[src/rtl/range_splitter.sv]
module range_splitter #(
  parameter int ADDR_W     = 32,
  parameter int LINE_BYTES = 32,
  parameter int PAGE_BYTES = 4096,
  parameter int MAX_BYTES  = 1024
) (
  input  logic              clk,
  input  logic              rst_n,
  input  logic              req_valid,
  output logic              req_ready,
  input  logic [1:0]        req_op,
  input  logic [ADDR_W-1:0] req_start,
  input  logic [ADDR_W-1:0] req_end,
  input  logic              wt_override,
  output logic              cmd_valid,
  input  logic              cmd_ready,
  output logic [1:0]        cmd_op,
  output logic [ADDR_W-1:0] cmd_start,
  output logic [ADDR_W-1:0] cmd_end,
  output logic              done
);
  localparam int LB = $clog2(LINE_BYTES);
  localparam int PB = $clog2(PAGE_BYTES);
  localparam int W  = ADDR_W + 1;
  localparam logic [W-1:0] LMASK = W'(LINE_BYTES - 1);
  localparam logic [W-1:0] PMASK = W'(PAGE_BYTES - 1);
  localparam logic [W-1:0] CAP   = W'(MAX_BYTES);
  localparam logic [W-1:0] LINEW = W'(LINE_BYTES);

  localparam logic [1:0] OP_INV = 2'd0, OP_CLN = 2'd1, OP_FLS = 2'd2;
  localparam logic [1:0] C_LINE = 2'd0, C_CLN = 2'd1, C_INV = 2'd2;

  typedef enum logic [2:0] {S_IDLE, S_EDGE_S, S_EDGE_E, S_CLEAN, S_INVAL, S_DONE} st_t;

  st_t                state;
  logic [1:0]         op_q;
  logic               wt_q, e_edge;
  logic [W-1:0]       cur, lim;
  logic [ADDR_W-1:0]  sline, eline;

  wire [W-1:0] s_ext = {1'b0, req_start};
  wire [W-1:0] e_ext = {1'b0, req_end};
  wire [W-1:0] s_dn  = s_ext & ~LMASK;
  wire [W-1:0] s_up  = (s_ext + LMASK) & ~LMASK;
  wire [W-1:0] e_dn  = e_ext & ~LMASK;
  wire [W-1:0] e_up  = (e_ext + LMASK) & ~LMASK;
  wire         s_unal = |req_start[LB-1:0];
  wire         e_unal = |req_end[LB-1:0];
  wire         is_inv = (req_op == OP_INV);
  wire [W-1:0] cur_n  = is_inv ? s_up : s_dn;
  wire [W-1:0] lim_n  = is_inv ? e_dn : e_up;

  wire [W-1:0] cap_end  = cur + CAP;
  wire [W-1:0] page_end = (cur | PMASK) + W'(1);
  wire [W-1:0] min_a    = (cap_end < lim) ? cap_end : lim;
  wire [W-1:0] ce       = (page_end < min_a) ? page_end : min_a;
  wire [W-1:0] ce_last  = ce - LINEW;

  function automatic st_t first_st(input logic [1:0] op, input logic wt);
    if (op == OP_INV || (op != OP_CLN && wt)) return S_INVAL;
    return S_CLEAN;
  endfunction

  function automatic st_t chunk_or_done(input logic [1:0] op, input logic wt,
                                        input logic [W-1:0] c, input logic [W-1:0] l);
    if (c >= l || (op == OP_CLN && wt)) return S_DONE;
    return first_st(op, wt);
  endfunction

  always_ff @(posedge clk or negedge rst_n) begin
    if (!rst_n) begin
      state  <= S_IDLE;
      op_q   <= OP_INV;
      wt_q   <= 1'b0;
      e_edge <= 1'b0;
      cur    <= '0;
      lim    <= '0;
      sline  <= '0;
      eline  <= '0;
    end else begin
      unique case (state)
        S_IDLE: if (req_valid) begin
          op_q   <= req_op;
          wt_q   <= wt_override;
          e_edge <= is_inv && e_unal;
          cur    <= cur_n;
          lim    <= lim_n;
          sline  <= s_dn[ADDR_W-1:0];
          eline  <= e_dn[ADDR_W-1:0];
          if (is_inv && s_unal)      state <= S_EDGE_S;
          else if (is_inv && e_unal) state <= S_EDGE_E;
          else                       state <= chunk_or_done(req_op, wt_override, cur_n, lim_n);
        end
        S_EDGE_S: if (cmd_ready)
          state <= e_edge ? S_EDGE_E : chunk_or_done(op_q, wt_q, cur, lim);
        S_EDGE_E: if (cmd_ready)
          state <= chunk_or_done(op_q, wt_q, cur, lim);
        S_CLEAN: if (cmd_ready) begin
          if (op_q != OP_CLN) state <= S_INVAL;
          else begin
            cur   <= ce;
            state <= (ce >= lim) ? S_DONE : S_CLEAN;
          end
        end
        S_INVAL: if (cmd_ready) begin
          cur   <= ce;
          state <= (ce >= lim) ? S_DONE : first_st(op_q, wt_q);
        end
        S_DONE: state <= S_IDLE;
        default: state <= S_IDLE;
      endcase
    end
  end

  assign req_ready = (state == S_IDLE);
  assign done      = (state == S_DONE);
  assign cmd_valid = (state == S_EDGE_S) || (state == S_EDGE_E) ||
                     (state == S_CLEAN)  || (state == S_INVAL);
  assign cmd_op    = (state == S_CLEAN) ? C_CLN : (state == S_INVAL) ? C_INV : C_LINE;
  assign cmd_start = (state == S_EDGE_S) ? sline :
                     (state == S_EDGE_E) ? eline : cur[ADDR_W-1:0];
  assign cmd_end   = (state == S_EDGE_S) ? sline :
                     (state == S_EDGE_E) ? eline : ce_last[ADDR_W-1:0];


  line_aligned_chk: assert property (@(posedge clk) disable iff (!rst_n)
    cmd_valid |-> (cmd_start[LB-1:0] == '0 && cmd_end[LB-1:0] == '0 && cmd_end >= cmd_start));

  one_page_chk: assert property (@(posedge clk) disable iff (!rst_n)
    cmd_valid |-> (cmd_start[ADDR_W-1:PB] == cmd_end[ADDR_W-1:PB]));

  size_cap_chk: assert property (@(posedge clk) disable iff (!rst_n)
    cmd_valid |-> ((cmd_end - cmd_start) <= ADDR_W'(MAX_BYTES - LINE_BYTES)));

  hold_cmd_chk: assert property (@(posedge clk) disable iff (!rst_n)
    (cmd_valid && !cmd_ready) |=> (cmd_valid && $stable(cmd_op) && $stable(cmd_start) && $stable(cmd_end)));

  no_wt_clean_chk: assert property (@(posedge clk) disable iff (!rst_n)
    (cmd_valid && cmd_op == C_CLN) |-> !wt_q);

  flush_pair_chk: assert property (@(posedge clk) disable iff (!rst_n)
    (cmd_valid && cmd_ready && cmd_op == C_CLN && op_q != OP_CLN) |=>
      (cmd_valid && cmd_op == C_INV && $stable(cmd_start) && $stable(cmd_end)));

  done_pulse_chk: assert property (@(posedge clk) disable iff (!rst_n)
    done |=> (!done && req_ready && !cmd_valid));

  busy_ready_chk: assert property (@(posedge clk) disable iff (!rst_n)
    cmd_valid |-> !req_ready);
endmodule

[config.mk]
export PLATFORM = sky130hd
export DESIGN_NAME = range_splitter
export DESIGN_NICKNAME = d
export VERILOG_FILES = /design/src/rtl/range_splitter.sv
export SDC_FILE = /design/constraint.sdc
export NUM_CORES = 1
export LEC_CHECK = 0
export ABC_AREA = 1
export BUFFER_PORTS_ARGS = -buffer_cell sky130_fd_sc_hd__buf_4
export CORE_AREA = 3 3 201 124
export CTS_CLUSTER_SIZE = 30
export DETAILED_ROUTE_END_ITERATION = 16
export DIE_AREA = 0 0 204 127
export PLACE_DENSITY_LB_ADDON = 0.05
export SLEW_MARGIN = 10
export SYNTH_ARGS = -nofsm -noshare
export SYNTH_HDL_FRONTEND = slang
export SYNTH_SLANG_ARGS = --single-unit
[constraint.sdc]
create_clock -name clk -period 8.9 [get_ports clk]
set_clock_uncertainty 0.05 [all_clocks]
set_input_delay 1.78 -clock clk [delete_from_list [all_inputs] [get_ports clk]]
set_output_delay 1.78 -clock clk [all_outputs]
set_load 0.01 [all_outputs]
## Word level (Yosys, flattened, before mapping)

Cells that the tools add are included.

- Output and inout port bits: 69
- Logic and storage cells: 117
- Register bits after elaboration: 127

- Mux-type cells: 62
- Equality and inequality tests: 15
- Add/subtract/negate cells: 5
- Reductions and logical operators: 22
- $lt $le $gt $ge: 5

Operators with widths:

| cell | count |
|---|---|
| 33-bit two-way mux | 8 |
| 32-bit two-way mux | 4 |
| 33-bit greater-or-equal comparator | 3 |
| 33-bit one-hot mux with 3 select lines | 1 |
| 32-bit by 5-bit adder with 33-bit output, second input constant | 2 |
| 33-bit < comparator | 2 |
| 3-bit two-way mux | 22 |
| 33-bit by 1-bit adder with 33-bit output, second input constant | 1 |
| 33-bit by 11-bit adder with 33-bit output, second input constant | 1 |
| 32-bit by 6-bit subtractor with 32-bit output, second input constant | 1 |
| 1-bit two-way mux | 24 |
| 3-bit one-hot mux with 5 select lines | 1 |
| 2-bit inequality test, second input constant | 6 |
| 5-bit AND reduction | 2 |
| 5-bit OR reduction | 2 |
| 1-bit logical OR | 7 |
| 3-bit by 2-bit == test with 1-bit output, second input constant | 2 |
| 3-bit == test, second input constant | 2 |
| 1-bit logical AND | 6 |
| 2-bit by 1-bit == test with 1-bit output, second input constant | 2 |
| 2-bit zero test | 2 |
| 2-bit two-way mux | 2 |
| 2-bit by 1-bit inequality test with 1-bit output, second input constant | 2 |
| 3-bit by 1-bit == test with 1-bit output, second input constant | 1 |
| other kinds (3) | 3 |

## Depth between registers and ports, before layout

Gate-level depths: netlist of run 1.

- Depth in word-level cells: 20
- Mapped depth: 57
- Gate-level depth less buffers: 54

## Worst setup path before layout of run 1

No wires, ideal clock.

- Path type: register to output
- Start point: register cur[16]
- End point: output port cmd_end[29]
- Stages on the path, launching flop included: 46
- Data arrival time: 5.873 ns
- Required time: 7.070 ns
- Slack: 1.197 ns
- Path buffers: 4
- Cells stage by stage: dfrtp_1 > clkbuf_2 > nand2_1 > nor2_1 > nand2_1 > nor4_1 > nand2_1 > nor3_1 > xor2_1 > mux2_2 > ha_1 > nand2_2 > nor2_4 > nand3_2 > inv_1 > a21oi_4 > nand2_4 > buf_8 > [... 10 more ...] > nand2_1 > inv_1 > nand2_1 > nor2_4 > nand2_8 > nand2_8 > buf_6 > inv_2 > nor2_1 > inv_1 > ha_1 > nand2_2 > nor2_2 > nand3_1 > nor2_2 > nand3_1 > nand3_1 > a21oi_1

- Cells in the longest elaborated chain, start to end: 8
- Elaborated cells on any way between the ends: 9
- Classes of those cells: 3 x add/sub; 2 x order compare; 4 x mux

Ends and longest elaborated chain:

| what | line | source |
|---|---|---|
| start: declaration | 38 | `logic [W-1:0] cur, lim;` |
| start signal: assignment | 86 | `cur <= cur_n;` |
| 33-bit by 11-bit adder with 33-bit output | 53 | `wire [W-1:0] cap_end = cur + CAP;` |
| 33-bit < comparator | 55 | `wire [W-1:0] min_a = (cap_end < lim) ? cap_end : lim;` |
| 33-bit two-way mux | 55 |  |
| 33-bit < comparator | 56 | `wire [W-1:0] ce = (page_end < min_a) ? page_end : min_a;` |
| 33-bit two-way mux (*) | 56 |  |
| 32-bit by 6-bit subtractor with 32-bit output (*) | 57 | `wire [W-1:0] ce_last = ce - LINEW;` |
| 32-bit two-way mux (*) | 123 | `(state == S_EDGE_E) ? eline : ce_last[ADDR_W-1:0];` |
| 32-bit two-way mux (*) | 122 | `assign cmd_end = (state == S_EDGE_S) ? sline :` |
| end: declaration | 19 | `output logic [ADDR_W-1:0] cmd_end,` |

Every way passes the cells marked *; elsewhere a longest branch is shown, timed or not.

## Worst setup path after layout of run 1

- Start point: register cur[17]
- End point: output port cmd_end[27]

The elaborated chain is that of the path after synthesis.

==> run summary, run 1 <==
Slowest cell on crit path: o221ai_1
final wirelength: 50.5 mm
f_max: 116 MHz
period utilization: 97.2%
Buf/Inv on CP: 6
max-slew violation count: 0
core area: 0.0231 mm²
Die Ht: 127 µm
Vias: 14394
CTS buffer count: 17
die width: 204 µm
Setup crit end kind: output port
Hold Path Origin: eline[22]
post-synth cell types: 55
CTS tree: yes
# IOs: 140
WL/cell: 20.8 µm
Clk Latency, worst-skew pair: 0.44 ns
slew of the pin with the lowest slew margin: 0.987 ns
Cell Area, Synth: 0.0127 mm²
worst path required time: 7.07 ns
Worst Hold Endpoint: eline[22]
DP HPWL: 40.1 mm
Post-CTS Hold Buffers: 0
first-pass GRT wire length: 76.2 mm
critical path's top delay family: simple AND/OR/NAND/NOR gates
number of global-route vias before repair: 13420
register area: 0.00306 mm²
status: finished clean
initial antenna violation count: 1
drt initial violations: 1674
n_diodes: 0
Slew headroom: 34.2%
top cell type's share of synthesized area: 24.0%
most used cell, CP: nand2_1
leading area contributor after synthesis: dfrtp_1
RR Startpoint: cur[17]
commonest non-fill, non-tap cell in the layout: nand2_1
total global routing overflow: 0
synthesized net count: 2123
pin count of the biggest net entering global routing: 107
critical path startpoint: cur[17]
Max Cap Viol: 0
vias per cell: 5.91
H-tree levels: 4
Syn Area/Cell: 6.62 µm²
std cell rows: 43
Nets: 2307
root buffer cell: clkbuf_16
Max clock buf depth: 2
layout cell share with drive strength beyond 1: 18.1%
critical path class: reg2out
P&R area growth vs syn: 20.6%
Seq/Total Area, Yosys: 24.0%
Yosys warnings: 0
# setup viols final: 0
IO buf count: 139
GRT Total Usage: 38.4%
Starting Density: 55.1%
Reg clk slew, reported paths: 0.06 ns
Reg2Reg Depth: 49
Multi-input gate area: 0.00843 mm²
drt pass-1 iters: 6
fill cell total of the finished layout: 2100
Hold/Removal Path Class: reg2reg
FF+latch count, synth: 122
hold path depth: 2
slowest stage delay, CP: 0.58 ns
post-route ant nets: 0
Sum Neg Setup Slack: 0 ns
reg2reg end: state[0]
Worst R2R Setup Slack: 0.93 ns
most frequent cells in the layout: 479 x nand2_1, 298 x inv_1, 218 x buf_4, 161 x o21ai_0
worst-path fanout max: 15
DRC: 0
minimum clock period: 8.65 ns
synth top area cells: dfrtp_1 24%, nand2_1 14%, ha_1 13%
die area: 0.0259 mm²
worst endpoint data arrival time: 6.82 ns
cells after synthesis: 1922
# clock sinks: 122
final hold vios: 0
CP startpoint kind: flip-flop
routability cong.: 1.10
what timing repair did:
action,4_1_cts,5_1_grt
pin swaps,0,8
cloned,0,1
endpoints found under the setup margin,18,23
resized for setup,3,52
endpoints found under the hold margin,0,0
buffers inserted,0,11
worst max path at each step:
stage | end | cells after the start | slack [ns]
global route | cmd_end[29] | 41 | -0.07
global placement | cmd_end[30] | 40 | 0.46
detailed placement | cmd_end[30] | 40 | 0.21
floorplan | cmd_end[29] | 45 | 1.20
finish | cmd_end[27] | 35 | 0.25
CTS | cmd_end[30] | 40 | 0.11
worst reg2reg max path: cells and delay by family (launching register included):
family                   cells  cell delay [ns]
AND/OR/NAND/NOR             30             3.80
buffers and inverters        5             0.54
adder cells (fa/ha/maj)      3             0.92
XOR/XNOR                     1             0.12
AO/OA/AOI/OAI                9             1.66
flip-flops                   1             0.46
multiplexers                 1             0.30
cell type report:
| cell class | instances | share of cell area (%) |
|---|---|---|
| timing repair buffer | 221 | 11.1 |
| inverter | 312 | 7.63 |
| sequential | 122 | 20.0 |
| multi-input combinational | 1432 | 54.9 |
| clock inverter | 13 | 0.937 |
| clock buffer | 19 | 2.89 |
| tap | 315 | 2.57 |
sequential cells by signal (all words and copies together), names as in the netlist:
register,flops
cur,33
lim,28
eline,27
sline,27
state,3
op_q,2
e_edge,1
wt_q,1
synthesized netlist by cell type, drive strengths merged:
master / number
a31o: 1
a31oi: 2
a22oi: 1
a211oi: 1
o21ai: 189
buf: 15
inv: 307
nand4: 38
and3: 1
dfrtp: 122
o211ai: 15
nor3b: 1
o221ai: 21
o2111ai: 3
a21oi: 72
xor2: 63
clkbuf: 41
o21bai: 1
o31ai: 1
o22ai: 23
nand2: 529
or3: 1
xnor2: 5
o2bb2ai: 1
nor4: 16
mux2: 2
or4: 1
o21a: 4
clkinv: 5
ha: 130
nand3: 93
a21o: 5
a21boi: 1
nand3b: 6
nor3: 43
nor2: 162
cells by family after synthesis:
family / Yosys count / share of synthesized area, %
fa+ha+maj: 130 / 12.8
buf+inv: 368 / 11.4
mux: 2 / 0.177
flops: 122 / 24.0
compound gates: 341 / 15.1
xor+xnor: 68 / 4.68
simple gates: 891 / 31.9
per-layer routing:
metal / part of all wire (%) / track usage, %
met1: 42 / 54.3
met2: 41 / 56.4
met3: 14 / 11.7
met4: 3.0 / 11.9
met5: 0.024 / 0
through the flow:
stage | area (µm²) | std cells | setup slack [ns] | hold slack, ns | util, %
finish | 15300 | 2434 | 0.248 | 0.427 | 66.5
floorplan | 12700 | 1922 | 1.20 | 0.392 | -
detailed placement | 14400 | 2390 | 0.210 | 0.411 | 62.6
CTS | 15000 | 2422 | 0.107 | 0.425 | 65.2
global placement | 14400 | 2390 | 0.462 | 0.406 | 62.6
global route | 15300 | 2434 | -0.0732 | 0.442 | 66.5
Power of run 1 is left out: the tool's default activity adds up to more than one toggle a clock period on the data nets, which glitch-free logic cannot reach.
==> run 2: changes to the inputs <==
--- a/config.mk
+++ b/config.mk
@@ -8,6 +8,7 @@
 export ABC_AREA = 1
 export BUFFER_PORTS_ARGS = -buffer_cell sky130_fd_sc_hd__buf_4
 export CORE_AREA = 3 3 201 124
+export CTS_BUF_LIST = sky130_fd_sc_hd__clkbuf_8
 export CTS_CLUSTER_SIZE = 30
 export DETAILED_ROUTE_END_ITERATION = 16
 export DIE_AREA = 0 0 204 127
==> run 2 against run 1 <==
Sequential share of layout area is 0.23 points higher. Critical path depth is 2 higher. Register-to-register slack better by 0.02 ns. Design area is 1.1% lower. Routed wire length is 0.54% lower. Fmax is 0.23% higher. Utilization is 0.74 points lower. Via count is 1.1% lower. Die area stayed put. Global-route usage is 0.12 points lower. Largest cell class unchanged.
==> run summary, run 2 (synthesized netlist as in run 1, its figures left out) <==
post-route ant nets: 0 (unchanged)
Starting Density: 55.1% (unchanged)
status: finished clean
initial antenna violation count: 1 (unchanged)
Top reg by flops: cur
fill cell total of the finished layout: 2119 (+0.90%)
worst hold slack: 0.431 ns (+0.00421 ns)
max-slew violation count: 0 (unchanged)
H-tree levels: 4 (unchanged)
slew of the pin with the lowest slew margin: 1.04 ns (+0.0517 ns)
most used cell, CP: nand2_1
CP startpoint kind: flip-flop
Post-CTS Hold Buffers: 0 (unchanged)
Slew headroom: 30.1% (-4.1 points)
Buf/Inv on CP: 7 (+1)
Clk Latency, worst-skew pair: 0.48 ns (+0.04 ns)
Hold/Removal Path Class: reg2reg
minimum clock period: 8.63 ns (-0.0195 ns)
vias per cell: 5.85 (-1.0%)
layout cell share with drive strength beyond 1: 18.5% (+0.39 points)
slowest stage delay, CP: 0.47 ns (-0.11 ns)
root buffer cell: clkbuf_8
die area: 0.0259 mm² (unchanged)
drt pass-1 iters: 8 (+2)
f_max: 116 MHz (+0.23%)
die width: 204 µm (unchanged)
Slowest cell on crit path: dfrtp_2
Setup crit end kind: output port
critical path startpoint: cur[17]
post-route insts no fill: 2433 (-0.041%)
Nets: 2306 (-0.043%)
worst endpoint data arrival time: 6.80 ns (-0.02 ns)
drt initial violations: 1749 (+4.5%)
DRC: 0 (unchanged)
most frequent cells in the layout: 479 x nand2_1, 299 x inv_1, 216 x buf_4, 161 x o21ai_0, 128 x ha_1
placed inst area: 0.0144 mm² (unchanged)
Max Cap Viol: 0 (unchanged)
final instance area: 0.0152 mm² (-1.1%)
commonest non-fill, non-tap cell in the layout: nand2_1
dpl cells: 2390 (unchanged)
core area: 0.0231 mm² (unchanged)
reg2reg end: state[0]
# IOs: 140 (unchanged)
first-pass GRT wire length: 75.6 mm (-0.84%)
IO buf count: 139 (unchanged)
max FFs per register: 33 (unchanged)
CP Depth: 37 (+5.7%)
GRT Total Usage: 38.3% (-0.12 points)
P&R area growth vs syn: 19.3%
Reg2Reg Depth: 49 (unchanged)
pin count of the biggest net entering global routing: 107 (unchanged)
RSZ-0062 raised after global routing: yes
Vias: 14241 (-1.1%)
crit path to: cmd_end[31]
routability cong.: 1.10 (unchanged)
total global routing overflow: 0 (unchanged)
RR Startpoint: cur[17]
period utilization: 97.0% (-0.22 points)
Worst R2R Setup Slack: 0.95 ns (+0.02 ns)
number of global-route vias before repair: 13366 (-0.40%)
worst-path fanout max: 15 (unchanged)
std cell rows: 43 (unchanged)
final hold vios: 0 (unchanged)
Reg clk slew, reported paths: 0.08 ns (+0.02 ns)
Max clock buf depth: 2 (unchanged)
Largest regs: cur: 33 flops, lim: 28 flops
critical path's top delay family: simple AND/OR/NAND/NOR gates
worst path required time: 7.07 ns (about the same)
CTS tree: yes
final wirelength: 50.3 mm (-0.54%)
critical path class: reg2out
WL/cell: 20.7 µm (-0.50%)
n_diodes: 0 (unchanged)
# clock sinks: 122 (unchanged)
DP HPWL: 40.1 mm (unchanged)
CTS buffer count: 17 (unchanged)
# setup viols final: 0 (unchanged)
Die Ht: 127 µm (unchanged)
## run 2: cell count changes in the layout (fill, tap and decap cells not counted), moves of 2 or more
cell | previous run | this run
nand3_1 | 89 | 87
clkbuf_8 | 1 | 18
clkbuf_16 | 18 | 1
buf_4 | 218 | 216
nor2_1 | 129 | 124
nor2_2 | 15 | 20
nand3_2 | 4 | 6
## run 2: through the flow
stage               util [%]  setup slack [ns]  setup TNS (ns)
finish                  65.8             0.267               0
global route            65.8           -0.0875          -0.418
CTS                     64.4            0.0859               0
detailed placement      62.6             0.210               0
global placement        62.6             0.462               0
floorplan                  -              1.20               0
## run 2: final cells by class
cell class	count	area [µm²]	area share [%]
clock inverters	14	148	0.973
clock buffers	18	248	1.63
repair buffers	220	1700	11.2
multi-input cells	1432	8450	55.7
well taps	315	394	2.60
flip-flops and latches	122	3060	20.2
inverters	312	1170	7.72
## run 2: worst min path at each step
stage | endpoint | depth (start not counted) | from | slack (ns)
global route | sline[23] | 2 | sline[23] | 0.45
floorplan | eline[16] | 2 | eline[16] | 0.39
CTS | eline[22] | 2 | eline[22] | 0.43
finish | eline[22] | 2 | eline[22] | 0.43
global placement | eline[23] | 2 | eline[23] | 0.41
detailed placement | eline[22] | 2 | eline[22] | 0.41
## run 2: timing repair
item / 4_1_cts / 5_1_grt
setup endpoints to repair: 18 / 23
gates cloned: 0 / 1
resized for setup: 5 / 59
buffers inserted: 0 / 10
pin swaps: 0 / 8
## run 2: per-layer routing
layer | GRT usage (%) | share of wire (%) | wire (µm) | up-vias
met4 | 12.2 | 3.1 | 1580 | 2
met5 | 0 | 0.024 | 12 | -
met3 | 14.1 | 15 | 7380 | 129
met1 | 52.6 | 41 | 20900 | 6586
met2 | 56.0 | 41 | 20400 | 879
li1 | - | - | - | 6645
## run 2: worst reg2reg max path, delay by kind of cell, from the launching register on
family	cells	cell delay, ns
xor+xnor	1	0.12
compound gates	9	1.57
mux	1	0.29
fa+ha+maj	3	0.92
buf+inv	5	0.55
flops	1	0.47
simple gates	30	3.84
Power of run 2 is left out for the same reason.
==> run 3: changes to the inputs <==
==> constraint.sdc (replaced) <==
create_clock -name clk -period 8.3 [get_ports clk]
set_clock_uncertainty 0.05 [all_clocks]
set_input_delay 1.66 -clock clk [delete_from_list [all_inputs] [get_ports clk]]
set_output_delay 1.66 -clock clk [all_outputs]
set_load 0.01 [all_outputs]
==> run 3 against run 2 <==
Die area stayed put. Setup slack worse by 0.092 ns. Non-clock buffer count is 89 higher. Worst hold slack better by 0.011 ns. Register-to-register slack worse by 0.11 ns. Design area is 6.3% higher. Largest cell class unchanged.
==> run summary, run 3 (synthesized netlist as in run 1, its figures left out) <==
status: finished clean
pin count of the biggest net entering global routing: 107 (unchanged)
critical path class: reg2out
Hold/Removal Path Class: reg2reg
worst path required time: 6.59 ns (-0.48 ns)
DRC: 0 (unchanged)
drt initial violations: 1601 (-8.5%)
Slew headroom: 17.4% (-13 points)
first-pass GRT wire length: 77.1 mm (+2.0%)
Buf/Inv on CP: 10 (+3)
fill cell total of the finished layout: 2028 (-4.3%)
Max clock buf depth: 2 (unchanged)
# IOs: 140 (unchanged)
die width: 204 µm (unchanged)
Largest regs: cur: 33 flops, lim: 28 flops
Worst Hold Endpoint: eline[22]
final wirelength: 52.0 mm (+3.5%)
most used cell, CP: nand2_1
initial antenna violation count: 0 (-1)
layout cell share with drive strength beyond 1: 23.6% (+5.1 points)
period utilization: 97.9%
post-route ant nets: 0 (unchanged)
slowest stage delay, CP: 0.45 ns (-0.02 ns)
Die Ht: 127 µm (unchanged)
Post-CTS Hold Buffers: 0 (unchanged)
RR Startpoint: cur[26]
dpl cells: 2470 (+3.3%)
CTS buffer count: 17 (unchanged)
root buffer cell: clkbuf_8
WL/cell: 20.6 µm (-0.19%)
# setup viols final: 0 (unchanged)
CTS tree: yes
routability cong.: 1.04 (-4.7%)
commonest non-fill, non-tap cell in the layout: nand2_1
GRT Total Usage: 39.0% (+0.78 points)
drt pass-1 iters: 6 (-2)
final setup margin: 0.175 ns (-0.0922 ns)
critical path's top delay family: simple AND/OR/NAND/NOR gates
Reg clk slew, reported paths: 0.09 ns (about the same)
core area: 0.0231 mm² (unchanged)
worst slack, placed: 0.0306 ns (-0.179 ns)
Max Cap Viol: 0 (unchanged)
slew of the pin with the lowest slew margin: 1.24 ns (+0.197 ns)
worst-path fanout max: 5 (-10)
Starting Density: 55.1% (unchanged)
n_diodes: 0 (unchanged)
vias per cell: 5.81 (-0.68%)
max-slew violation count: 0 (unchanged)
H-tree levels: 4 (unchanged)
Setup crit end kind: output port
Sum Neg Setup Slack: 0 ns (unchanged)
final hold vios: 0 (unchanged)
hold path depth: 2 (unchanged)
Reg2Reg Depth: 44 (-10%)
max FFs per register: 33 (unchanged)
total global routing overflow: 0 (unchanged)
Worst R2R Setup Slack: 0.84 ns (-0.11 ns)
Hold Path Origin: eline[22]
most frequent cells in the layout: 466 x nand2_1, 297 x buf_4, 295 x inv_1, 154 x o21ai_0, 127 x ha_1
minimum clock period: 8.13 ns
worst hold slack: 0.442 ns (+0.0107 ns)
Vias: 14668 (+3.0%)
worst endpoint data arrival time: 6.42 ns (-0.38 ns)
# clock sinks: 122 (unchanged)
Nets: 2396 (+3.9%)
std cell rows: 43 (unchanged)
IO buf count: 139 (unchanged)
reg2reg end: state[1]
DP HPWL: 41.1 mm (+2.4%)
Slowest cell on crit path: dfrtp_2
CP startpoint kind: flip-flop
P&R area growth vs syn: 26.7%
die area: 0.0259 mm² (unchanged)
number of global-route vias before repair: 13681 (+2.4%)
post-route insts no fill: 2523 (+3.7%)
Top reg by flops: cur
f_max: 123 MHz
Clk Latency, worst-skew pair: 0.48 ns (about the same)
run 3: worst max-delay path by stage:
stage | from | end | slack (ns) | cells after the start
after floorplan | cur[16] | cmd_end[29] | 0.72 | 45
after global placement | cur[13] | cmd_end[30] | 0.25 | 42
after detailed placement | cur[13] | cmd_end[29] | 0.03 | 43
after CTS | cur[13] | cmd_end[29] | 0.008 | 41
after global routing | cur[26] | cmd_end[30] | -0.11 | 45
final | cur[26] | cmd_end[27] | 0.17 | 41
run 3: layout make-up:
type	count	area, µm²	share of cell area (%)
multi-input combinational	1433	8710	54.0
sequential	122	3050	18.9
timing repair buffer	309	2440	15.1
inverter	312	1180	7.29
tap	315	394	2.44
clock buffer	17	234	1.45
clock inverter	15	120	0.745
run 3: metal layers:
metal | track usage (%) | share of wire, %
met1 | 53.7 | 41
met3 | 14.6 | 14
met2 | 57.0 | 41
met4 | 12.4 | 3.2
met5 | 0 | 0
run 3: worst reg2reg max path: cells and delay by family, from the launching register on:
kind | cells | cell delay [ns]
and+or+nand+nor | 21 | 2.96
buffers and inverters | 13 | 1.71
DFF | 1 | 0.45
xor gates and xnor gates | 1 | 0.18
adders and majority gates | 3 | 0.91
AOI/OAI and AO/OA | 6 | 1.11
run 3: repair_timing:
item                                    in CTS  in global routing
endpoints found under the setup margin      23                 22
gates resized for setup                     21                111
buffers inserted                             2                 17
pin swaps                                    5                 41
gates cloned                                 0                  2
run 3: metrics by stage:
| stage | cell area, µm² | utilization [%] |
|---|---|---|
| global placement | 15100 | 65.3 |
| finish | 16100 | 69.9 |
| detailed placement | 15100 | 65.3 |
| CTS | 15500 | 67.2 |
| floorplan | 12700 | - |
| global route | 16100 | 69.9 |
Power of run 3 is left out for the same reason.
